==> src/rtl/brsort_pkg.sv <==
package brsort_pkg;

   typedef enum logic [1:0] {
      CLS_NONE    = 2'd0,
      CLS_POSTED  = 2'd1,
      CLS_DELAYED = 2'd2
   } txn_class_e;

   typedef enum logic [1:0] {
      ENT_FREE   = 2'd0,
      ENT_QUEUED = 2'd1,
      ENT_ISSUED = 2'd2,
      ENT_DONE   = 2'd3
   } ent_state_e;

   localparam logic [3:0] CMD_IO_RD    = 4'b0010;
   localparam logic [3:0] CMD_IO_WR    = 4'b0011;
   localparam logic [3:0] CMD_MEM_RD   = 4'b0110;
   localparam logic [3:0] CMD_MEM_WR   = 4'b0111;
   localparam logic [3:0] CMD_CFG_RD   = 4'b1010;
   localparam logic [3:0] CMD_CFG_WR   = 4'b1011;
   localparam logic [3:0] CMD_RD_MULT  = 4'b1100;
   localparam logic [3:0] CMD_RD_LINE  = 4'b1110;
   localparam logic [3:0] CMD_MEM_WINV = 4'b1111;

endpackage

==> src/rtl/brsort_classify.sv <==
module brsort_classify
   import brsort_pkg::*;
(
   input  logic [3:0] cmd,
   output txn_class_e cls
);

   always_comb begin
      unique case (cmd)
         CMD_MEM_WR, CMD_MEM_WINV:                   cls = CLS_POSTED;
         CMD_IO_WR, CMD_CFG_WR,
         CMD_IO_RD, CMD_MEM_RD, CMD_CFG_RD,
         CMD_RD_MULT, CMD_RD_LINE:                   cls = CLS_DELAYED;
         default:                                    cls = CLS_NONE;
      endcase
   end

endmodule

==> src/rtl/brsort_fifo.sv <==
module brsort_fifo #(
   parameter int WIDTH = 8,
   parameter int DEPTH = 4,
   localparam int PW   = $clog2(DEPTH)
) (
   input  logic             clk,
   input  logic             rst_n,
   input  logic             push,
   input  logic [WIDTH-1:0] din,
   input  logic             pop,
   output logic [WIDTH-1:0] dout,
   output logic             full,
   output logic             empty
);

   generate
      if (DEPTH < 2 || (1 << PW) != DEPTH) begin : g_bad_depth
         $error("brsort_fifo: DEPTH must be a power of two of at least 2");
      end
   endgenerate

   logic [WIDTH-1:0] mem [DEPTH];
   logic [PW:0]      wr_ptr, rd_ptr;

   assign empty = (wr_ptr == rd_ptr);
   assign full  = (wr_ptr[PW] != rd_ptr[PW]) && (wr_ptr[PW-1:0] == rd_ptr[PW-1:0]);
   assign dout  = mem[rd_ptr[PW-1:0]];

   always_ff @(posedge clk) begin
      if (!rst_n) begin
         wr_ptr <= '0;
         rd_ptr <= '0;
      end else begin
         if (push && !full) begin
            mem[wr_ptr[PW-1:0]] <= din;
            wr_ptr <= wr_ptr + 1'b1;
         end
         if (pop && !empty) rd_ptr <= rd_ptr + 1'b1;
      end
   end


   occupancy_bound_chk: assert property (@(posedge clk) disable iff (!rst_n)
      (wr_ptr - rd_ptr) <= (PW+1)'(DEPTH));


   no_underflow_chk: assert property (@(posedge clk) disable iff (!rst_n)
      empty && !push |=> empty);

endmodule

==> src/rtl/brsort_dq.sv <==
module brsort_dq
   import brsort_pkg::*;
#(
   parameter int NE     = 4,
   parameter int ADDR_W = 32,
   parameter int DATA_W = 32,
   localparam int BE_W  = DATA_W / 8,
   localparam int TW    = $clog2(NE)
) (
   input  logic              clk,
   input  logic              rst_n,
   // lookup from a non-posted attempt
   input  logic              lk_valid,
   input  logic [3:0]        lk_cmd,
   input  logic [ADDR_W-1:0] lk_addr,
   input  logic [BE_W-1:0]   lk_be,
   input  logic [DATA_W-1:0] lk_wdata,
   output logic              lk_finish,
   output logic [DATA_W-1:0] lk_rdata,
   output logic              lk_err,
   // toward target
   output logic              dr_valid,
   input  logic              dr_ready,
   output logic [TW-1:0]     dr_tag,
   output logic [3:0]        dr_cmd,
   output logic [ADDR_W-1:0] dr_addr,
   output logic [BE_W-1:0]   dr_be,
   output logic [DATA_W-1:0] dr_wdata,
   // completion from target
   input  logic              cp_valid,
   input  logic [TW-1:0]     cp_tag,
   input  logic [DATA_W-1:0] cp_rdata,
   input  logic              cp_err
);

   generate
      if (NE < 2 || (1 << TW) != NE) begin : g_bad_ne
         $error("brsort_dq: NE must be a power of two of at least 2");
      end
   endgenerate

   ent_state_e        st      [NE];
   logic [3:0]        e_cmd   [NE];
   logic [ADDR_W-1:0] e_addr  [NE];
   logic [BE_W-1:0]   e_be    [NE];
   logic [DATA_W-1:0] e_wdata [NE];
   logic [DATA_W-1:0] e_rdata [NE];
   logic              e_err   [NE];

   logic [NE-1:0] match;
   logic [TW-1:0] hit_idx, free_idx, head_idx;
   logic          hit_any, free_any, alloc, issue, ord_full, ord_empty;

   genvar gi;
   generate
      for (gi = 0; gi < NE; gi++) begin : g_cmp
         assign match[gi] = (st[gi] != ENT_FREE) && (e_cmd[gi] == lk_cmd) &&
                            (e_addr[gi] == lk_addr) && (e_be[gi] == lk_be);
      end
   endgenerate

   always_comb begin
      hit_idx  = '0;
      free_idx = '0;
      free_any = 1'b0;
      for (int i = NE-1; i >= 0; i--) begin
         if (match[i]) hit_idx = TW'(i);
         if (st[i] == ENT_FREE) begin
            free_any = 1'b1;
            free_idx = TW'(i);
         end
      end
   end

   assign hit_any   = |match;
   assign lk_finish = lk_valid && hit_any && (st[hit_idx] == ENT_DONE);
   assign lk_rdata  = lk_finish ? e_rdata[hit_idx] : '0;
   assign lk_err    = lk_finish && e_err[hit_idx];
   assign alloc     = lk_valid && !hit_any && free_any;
   assign issue     = dr_valid && dr_ready;

   brsort_fifo #(.WIDTH(TW), .DEPTH(NE)) u_order (
      .clk   (clk),
      .rst_n (rst_n),
      .push  (alloc),
      .din   (free_idx),
      .pop   (issue),
      .dout  (head_idx),
      .full  (ord_full),
      .empty (ord_empty)
   );

   assign dr_valid = !ord_empty;
   assign dr_tag   = head_idx;
   assign dr_cmd   = e_cmd[head_idx];
   assign dr_addr  = e_addr[head_idx];
   assign dr_be    = e_be[head_idx];
   assign dr_wdata = e_wdata[head_idx];

   always_ff @(posedge clk) begin
      if (!rst_n) begin
         for (int i = 0; i < NE; i++) begin
            st[i]      <= ENT_FREE;
            e_cmd[i]   <= '0;
            e_addr[i]  <= '0;
            e_be[i]    <= '0;
            e_wdata[i] <= '0;
            e_rdata[i] <= '0;
            e_err[i]   <= 1'b0;
         end
      end else begin
         for (int i = 0; i < NE; i++) begin
            if (alloc && free_idx == TW'(i)) begin
               st[i]      <= ENT_QUEUED;
               e_cmd[i]   <= lk_cmd;
               e_addr[i]  <= lk_addr;
               e_be[i]    <= lk_be;
               e_wdata[i] <= lk_wdata;
            end
            if (issue && head_idx == TW'(i)) st[i] <= ENT_ISSUED;
            if (cp_valid && cp_tag == TW'(i) && st[i] == ENT_ISSUED) begin
               st[i]      <= ENT_DONE;
               e_rdata[i] <= cp_rdata;
               e_err[i]   <= cp_err;
            end
            if (lk_finish && hit_idx == TW'(i)) st[i] <= ENT_FREE;
         end
      end
   end


   single_match_chk: assert property (@(posedge clk) disable iff (!rst_n)
      $onehot0(match));


   order_room_chk: assert property (@(posedge clk) disable iff (!rst_n)
      alloc |-> !ord_full);

   generate
      for (gi = 0; gi < NE; gi++) begin : g_ent_chk

         done_needs_cp_chk: assert property (@(posedge clk) disable iff (!rst_n)
            (st[gi] != ENT_DONE) |=> (st[gi] != ENT_DONE) ||
                                      $past(cp_valid && cp_tag == TW'(gi)));
      end
   endgenerate

endmodule

==> src/rtl/bridge_txn_sorter.sv <==
module bridge_txn_sorter
   import brsort_pkg::*;
#(
   parameter int ADDR_W   = 32,
   parameter int DATA_W   = 32,
   parameter int PW_DEPTH = 4,
   parameter int DQ_DEPTH = 4,
   localparam int BE_W    = DATA_W / 8,
   localparam int TAG_W   = $clog2(DQ_DEPTH)
) (
   input  logic              clk,
   input  logic              rst_n,
   input  logic              rq_valid,
   input  logic [3:0]        rq_cmd,
   input  logic [ADDR_W-1:0] rq_addr,
   input  logic [BE_W-1:0]   rq_be,
   input  logic [DATA_W-1:0] rq_wdata,
   output logic              rq_done,
   output logic              rq_retry,
   output logic [DATA_W-1:0] rq_rdata,
   output logic              rq_err,
   output logic              pw_valid,
   input  logic              pw_ready,
   output logic [3:0]        pw_cmd,
   output logic [ADDR_W-1:0] pw_addr,
   output logic [BE_W-1:0]   pw_be,
   output logic [DATA_W-1:0] pw_data,
   output logic              dr_valid,
   input  logic              dr_ready,
   output logic [TAG_W-1:0]  dr_tag,
   output logic [3:0]        dr_cmd,
   output logic [ADDR_W-1:0] dr_addr,
   output logic [BE_W-1:0]   dr_be,
   output logic [DATA_W-1:0] dr_wdata,
   input  logic              cp_valid,
   input  logic [TAG_W-1:0]  cp_tag,
   input  logic [DATA_W-1:0] cp_rdata,
   input  logic              cp_err
);

   localparam int PF_W = 4 + ADDR_W + BE_W + DATA_W;

   generate
      if (DATA_W % 8 != 0) begin : g_bad_dw
         $error("bridge_txn_sorter: DATA_W must be a whole number of bytes");
      end
   endgenerate

   txn_class_e        cls;
   logic              pf_full, pf_empty, pf_push;
   logic [PF_W-1:0]   pf_dout;
   logic              dq_finish, dq_err;
   logic [DATA_W-1:0] dq_rdata;

   brsort_classify u_cls (.cmd(rq_cmd), .cls(cls));

   assign pf_push = rq_valid && (cls == CLS_POSTED) && !pf_full;

   brsort_fifo #(.WIDTH(PF_W), .DEPTH(PW_DEPTH)) u_posted (
      .clk   (clk),
      .rst_n (rst_n),
      .push  (pf_push),
      .din   ({rq_cmd, rq_addr, rq_be, rq_wdata}),
      .pop   (pw_ready),
      .dout  (pf_dout),
      .full  (pf_full),
      .empty (pf_empty)
   );

   assign pw_valid = !pf_empty;
   assign {pw_cmd, pw_addr, pw_be, pw_data} = pf_dout;

   brsort_dq #(.NE(DQ_DEPTH), .ADDR_W(ADDR_W), .DATA_W(DATA_W)) u_dq (
      .clk       (clk),
      .rst_n     (rst_n),
      .lk_valid  (rq_valid && cls == CLS_DELAYED),
      .lk_cmd    (rq_cmd),
      .lk_addr   (rq_addr),
      .lk_be     (rq_be),
      .lk_wdata  (rq_wdata),
      .lk_finish (dq_finish),
      .lk_rdata  (dq_rdata),
      .lk_err    (dq_err),
      .dr_valid  (dr_valid),
      .dr_ready  (dr_ready),
      .dr_tag    (dr_tag),
      .dr_cmd    (dr_cmd),
      .dr_addr   (dr_addr),
      .dr_be     (dr_be),
      .dr_wdata  (dr_wdata),
      .cp_valid  (cp_valid),
      .cp_tag    (cp_tag),
      .cp_rdata  (cp_rdata),
      .cp_err    (cp_err)
   );

   always_comb begin
      rq_done  = 1'b0;
      rq_retry = 1'b0;
      rq_rdata = '0;
      rq_err   = 1'b0;
      if (rq_valid) begin
         case (cls)
            CLS_POSTED: begin
               rq_done  = !pf_full;
               rq_retry = pf_full;
            end
            CLS_DELAYED: begin
               rq_done  = dq_finish;
               rq_retry = !dq_finish;
               rq_rdata = dq_rdata;
               rq_err   = dq_err;
            end
            default: ;
         endcase
      end
   end


   resp_exclusive_chk: assert property (@(posedge clk) disable iff (!rst_n)
      !(rq_done && rq_retry));


   posted_full_retry_chk: assert property (@(posedge clk) disable iff (!rst_n)
      rq_valid && (cls == CLS_POSTED) && pf_full |-> rq_retry && !rq_done);


   dr_hold_chk: assert property (@(posedge clk) disable iff (!rst_n)
      dr_valid && !dr_ready |=> dr_valid && $stable(dr_tag) && $stable(dr_addr));


   pw_hold_chk: assert property (@(posedge clk) disable iff (!rst_n)
      pw_valid && !pw_ready |=> pw_valid && $stable(pw_addr) && $stable(pw_data));

endmodule

==> config.mk <==
export PLATFORM = sky130hd
export DESIGN_NAME = bridge_txn_sorter
export DESIGN_NICKNAME = d
export VERILOG_FILES = /design/src/rtl/brsort_pkg.sv /design/src/rtl/brsort_classify.sv /design/src/rtl/brsort_fifo.sv /design/src/rtl/brsort_dq.sv /design/src/rtl/bridge_txn_sorter.sv
export SDC_FILE = /design/constraint.sdc
export NUM_CORES = 1
export LEC_CHECK = 0
export BUFFER_PORTS_ARGS = -buffer_cell sky130_fd_sc_hd__buf_2
export CORE_MARGIN = 2
export CORE_UTILIZATION = 50
export CTS_CLUSTER_SIZE = 28
export DETAILED_ROUTE_END_ITERATION = 10
export PLACE_DENSITY_LB_ADDON = 0.1
export RECOVER_POWER = 100
export SYNTH_ARGS = -nofsm -noshare
export SYNTH_HDL_FRONTEND = slang
export SYNTH_SLANG_ARGS = --single-unit
==> constraint.sdc <==
create_clock -name clk -period 8.2 [get_ports clk]
set_input_delay 0.82 -clock clk [delete_from_list [all_inputs] [get_ports clk]]
set_output_delay 0.82 -clock clk [all_outputs]
set_load 0.03 [all_outputs]
Word-level counts from Yosys, hierarchy flattened
Memories as Yosys holds them, arrays and structs flattened. A register that Yosys moved wholly into a read port is not among the register bits.
Index checks and enable logic that the tools add are counted.
- flip-flop bits (word level): 12
- RAM bits: 724
- ROM bits: 32
- input port bits: 113
- memories kept: 10
- add/subtract/negate cells: 4
- equality and inequality tests: 37
- multiplexer cells: 120
- bitwise operators: 40
- reductions and logical operators: 66
- memories (memory ; depth ; width ; read ports ; clocked after Yosys merged registers in ; write ports ; line ; text):
    u_posted.mem ; 4 ; 72 ; 1 ; 1 ; 1 ; brsort_fifo.sv:22 ; logic [WIDTH-1:0] mem [DEPTH];
    u_dq.e_addr ; 4 ; 32 ; 5 ; 0 ; 4 ; brsort_dq.sv:44 ; logic [ADDR_W-1:0] e_addr [NE];
    u_dq.e_rdata ; 4 ; 32 ; 1 ; 0 ; 4 ; brsort_dq.sv:47 ; logic [DATA_W-1:0] e_rdata [NE];
    u_dq.e_wdata ; 4 ; 32 ; 1 ; 0 ; 4 ; brsort_dq.sv:46 ; logic [DATA_W-1:0] e_wdata [NE];
    (no name shown) ; 16 ; 2 ; 1 ; 0 ; 0 ; brsort_classify.sv:9 ; unique case (cmd)
    u_dq.e_be ; 4 ; 4 ; 5 ; 0 ; 4 ; brsort_dq.sv:45 ; logic [BE_W-1:0] e_be [NE];
    4 more memories ; -- ; -- ; -- ; -- ; -- ; -- ;
- operators by type and width (cell ; number):
    32-bit two-way mux ; 15
    32-bit == test ; 4
    1-bit two-way mux ; 67
    2-bit two-way mux ; 28
    1-bit logical AND ; 47
    1-bit bitwise OR ; 40
    4-bit == test ; 8
    4-bit two-way mux ; 8
    2-bit == test (second input constant) ; 14
    2-bit zero test ; 8
    3-bit by 1-bit adder with 3-bit output (second input constant) ; 4
    2-bit by 1-bit == test with 1-bit output (second input constant) ; 5
    2-bit nonzero test ; 4
    3-bit == test ; 2
    1-bit zero test ; 6
    2-bit == test ; 2
    1-bit one-hot mux with 2 select lines ; 2
    4-bit OR reduction ; 1
    1-bit != test ; 2

Longest topological paths before layout
- depth after elaboration: 16
- mapped depth: 12

By module
From an unflattened synthesis, not the netlist that was laid out.
- cells, all modules: 2076
- area, all modules: 33169.3 um2
- modules (own cells, without submodules) (module ; instances ; cells an instance ; area an instance (um2) ; seq. area each (um2)):
    brsort_dq ; 1 ; 1489 ; 20971.4 ; 12822.3
    brsort_fifo (u_posted) ; 1 ; 448 ; 10944.2 ; 8808.4
    brsort_fifo (u_dq.u_order) ; 1 ; 82 ; 887.1 ; 400.4
    bridge_txn_sorter ; 1 ; 54 ; 349.1 ; 0.0
    brsort_classify ; 1 ; 3 ; 17.5 ; 0.0

Worst setup path after synthesis
No wires, ideal clock.
- path kind: input -> register
- from: input rq_cmd[0]
- to: memory u_dq.st[3][0] (netlist bit) (enable)
- library setup time: 315 ps
- arrival: 7795 ps
- setup slack: 90 ps
- stages on the path: 10
- path through: buf_2 -> xnor2_1 -> nand4_1 -> nor3_1 -> nand3_2 -> nand3_1 -> or2_1 -> buf_2 -> o31ai_1 -> or3b_1
- RTL lines (element ; line ; text):
    from (decl) ; bridge_txn_sorter.sv:14 ; input logic [3:0] rq_cmd,
    to (decl) ; brsort_dq.sv:42 ; ent_state_e st [NE];

==> flow_summary.ini <==
[detailed_routing]
post-route-drc-count = 0
post_drt_wl_per_cell_um = 27.21
ant_nets = 0
wl_mm = 88.67
dr.first_iter.drc_count = 1468
dr.pass1.iters = 5
via_per_inst = 5.845
vias = 19048

[floorplan]
core_area_mm2 = 0.06551
initial_core_util_pct = 50.29
die_h_um = 260.7
dieArea_mm2 = 0.06795
pin_count = 296
dieWidth_um = 260.7
core.rowCount = 94

[cts]
postCtsResizedCells = 0
post_cts_buffers = 0
cts_root_buf = clkbuf_16
cts_max_level = 3
cts.clk_slew.worst_paths_ns = 0.06
cts_tree = built
cts_sinks = 740
hold_buffers = 0
cts-buffers-inserted = 81
clkLatencyLatePin_ns = 0.64
clockBufferDepth = 3

[final_layout]
seqCellArea_mm2 = 0.02203
layout_common_cells = edfxtp_1, clkbuf_1, and2_0
nNetsFinal = 2452
fillers = 5271
syn_to_final_growth_pct = 13.02
stdcell_count = 3259
drive_above_1_share_pct = 14.51
multi_input_area_mm2 = 0.01019
fin_util_pct = 56.83
final_common_cell = edfxtp_1

[pwr]
cellPowerDensity_mw_per_mm2 = 236.5
p_switching_mw = 2.205
p_total_mw = 8.804
p_clk_share_pct = 39.7
swShare_pct = 25.05
pwr-share-comb_pct = 11.0
vdd_drop_max_mv = 0.2002
p_seq_share_pct = 49.3
p_leak_nw = 12.32
internal-power_mw = 6.599

[worst_setup_path]
end_kind = output pin
cp-start-kind = flip-flop
timing.critical_path.mode_cell = clkbuf_1
slowest_delay_ns = 2.95
path_buf_inv = 2
critPathKind = reg2out
arrival_ns = 5.83
crit_path_top_delay_cell = clkbuf_1
cp_top_family = buffers and inverters
required_ns = 7.38
cp_max_fo = 55
worstPathCellList = mux4_4 > clkbuf_1 > mux4_2 > clkbuf_1

[synth]
yosysTopAreaCellShare_pct = 65.72
netlist_top_cells_area = edfxtp_1, mux4_2, and2_1
synth_cell_type_count = 61
synth_area_mm2 = 0.03294
synthArstFlopShare_pct = 0
avgSynthCellArea_um2 = 15.95
synth_top_area_cell = edfxtp_1
ys_seq_elements = 740
synthFlopType = edfxtp_1
yosysSeqAreaShare_pct = 66.88
postSynthCellCount = 2065
synth-edff-count = 721
syn_nets = 2190
synth_warnings = 0

[sta]
hold_viol = 0
fmax_mhz = 150.3
worst_slew_pin_slew_ns = 4.162
holdWs_ns = 0.4846
setup_viol = 0
maxSlewViolCount = 1188
rsz0062_at_grt = no
fin_crit_sh_pct = 81.13
slew_headroom_pct = -177.5
min_period_ns = 6.653
setup_tns_ns = 0
skew_ns = 0.02639

[run_status]
status = finished with violations
violations = capacitance limit, slew limit

[place]
placedCellCount = 3108
gp_congestion = 0.9918
dpl.hpwl_mm = 56.87
io_buffers = 295

[grt]
grt_pass1_vias = 19143
antenna_found_initial = 8
grt_use_total_pct = 26.10
grt_pass1_wl_mm = 128.5
globalRouteOverflowTotal = 0
grt_max_degree = 88

[worst_hold_path]
hp-class = in2reg

[job]
drv_cap = 28
[worst min-delay path: stages]
cell	delay, ns
buf_2	0.12
mux2i_1	0.07
nor2_1	0.08
[path summary, 6_finish.rpt]
| path | cells after the start | to | slack, ns | from |
|---|---|---|---|---|
| worst max-delay path | 4 | dr_cmd[2] | 1.55 | flip-flop |
| worst min-delay path | 3 | u_dq.e_err[1] | 0.48 | cp_err |
| worst max register to register | 9 | u_dq.e_addr[3][11] | 2.02 | u_dq.st[0][0] |
| worst min register to register | 2 | u_dq.e_err[1] | 0.50 | u_dq.e_err[1] |
[cell usage after synthesis (4+ instances only)]
master	number
nor4_2	4
xnor2_2	8
o21a_1	4
nor2b_1	30
a221oi_1	28
mux4_2	146
dfxtp_1	19
o21ai_0	6
inv_1	19
buf_4	8
xor2_1	8
xnor2_1	153
nand4_1	69
buf_1	9
a21oi_2	9
nand2b_1	17
a21oi_1	29
nand2_1	60
nor4_1	18
ha_1	12
mux2i_1	5
edfxtp_1	721
buf_2	35
and2_1	353
clkbuf_1	90
nor2_1	32
and3_1	72
or3_1	6
nor3_1	15
a22oi_1	6
a31oi_1	4
nand3_1	21
buf_6	6
[power groups by stage]
| stage | Sequential, mW | Combinational, mW | Clock [mW] |
|---|---|---|---|
| floorplan | 4.40 | 0.641 | 0 |
| global placement | 4.41 | 0.997 | 0 |
| detailed placement | 4.41 | 0.997 | 0 |
| CTS | 4.33 | 1.00 | 3.56 |
| global route | 4.35 | 1.03 | 3.71 |
| finish | 4.34 | 0.970 | 3.49 |
[layer usage]
layer	up-vias	share of wire [%]	global-route usage, %
li1	8377	-	-
met1	9899	41	35.94
met2	636	49	42.56
met3	130	6.7	5.439
met4	6	2.6	6.889
met5	-	0.044	0
[registers in the layout, summed over array words and instances (netlist names), named ones only]
| signal | flops |
|---|---|
| u_dq.e_addr | 128 |
| u_dq.e_be | 16 |
| u_dq.e_cmd | 16 |
| u_dq.e_err | 4 |
| u_dq.e_rdata | 128 |
| u_dq.e_wdata | 128 |
| u_dq.st | 8 |
| u_dq.u_order.mem | 8 |
| u_dq.u_order.rd_ptr | 3 |
| u_dq.u_order.wr_ptr | 3 |
| u_posted.mem | 288 |
| u_posted.rd_ptr | 3 |
| u_posted.wr_ptr | 3 |
[stage by stage]
step | worst slack [ns] | instance area [um^2]
after floorplan | 0.08955 | 32940
after global placement | 2.760 | 35190
after detailed placement | 2.670 | 35190
after CTS | 2.580 | 37710
after global routing | 1.254 | 37230
final | 1.547 | 37230
[layout make-up]
cell class | instances | share of cell area, %
multi-input cells | 1158 | 27.36
clock inverters | 38 | 0.9376
inverters | 19 | 0.1916
diodes | 4 | 0.02688
repair buffers | 327 | 3.552
clock buffers | 109 | 5.841
well taps | 864 | 2.904
flip-flops and latches | 740 | 59.18
[kinds of logic after synthesis]
logic type / Yosys count / synth area share, %
muxes: 151 / 10.13
and+or+nand+nor: 720 / 13.18
DFF: 740 / 66.88
buffers and inverters: 167 / 2.264
adders and majority gates: 12 / 0.4558
AOI/OAI and AO/OA: 106 / 2.419
xor gates and xnor gates: 169 / 4.675
(Power assumes the default switching activity.)
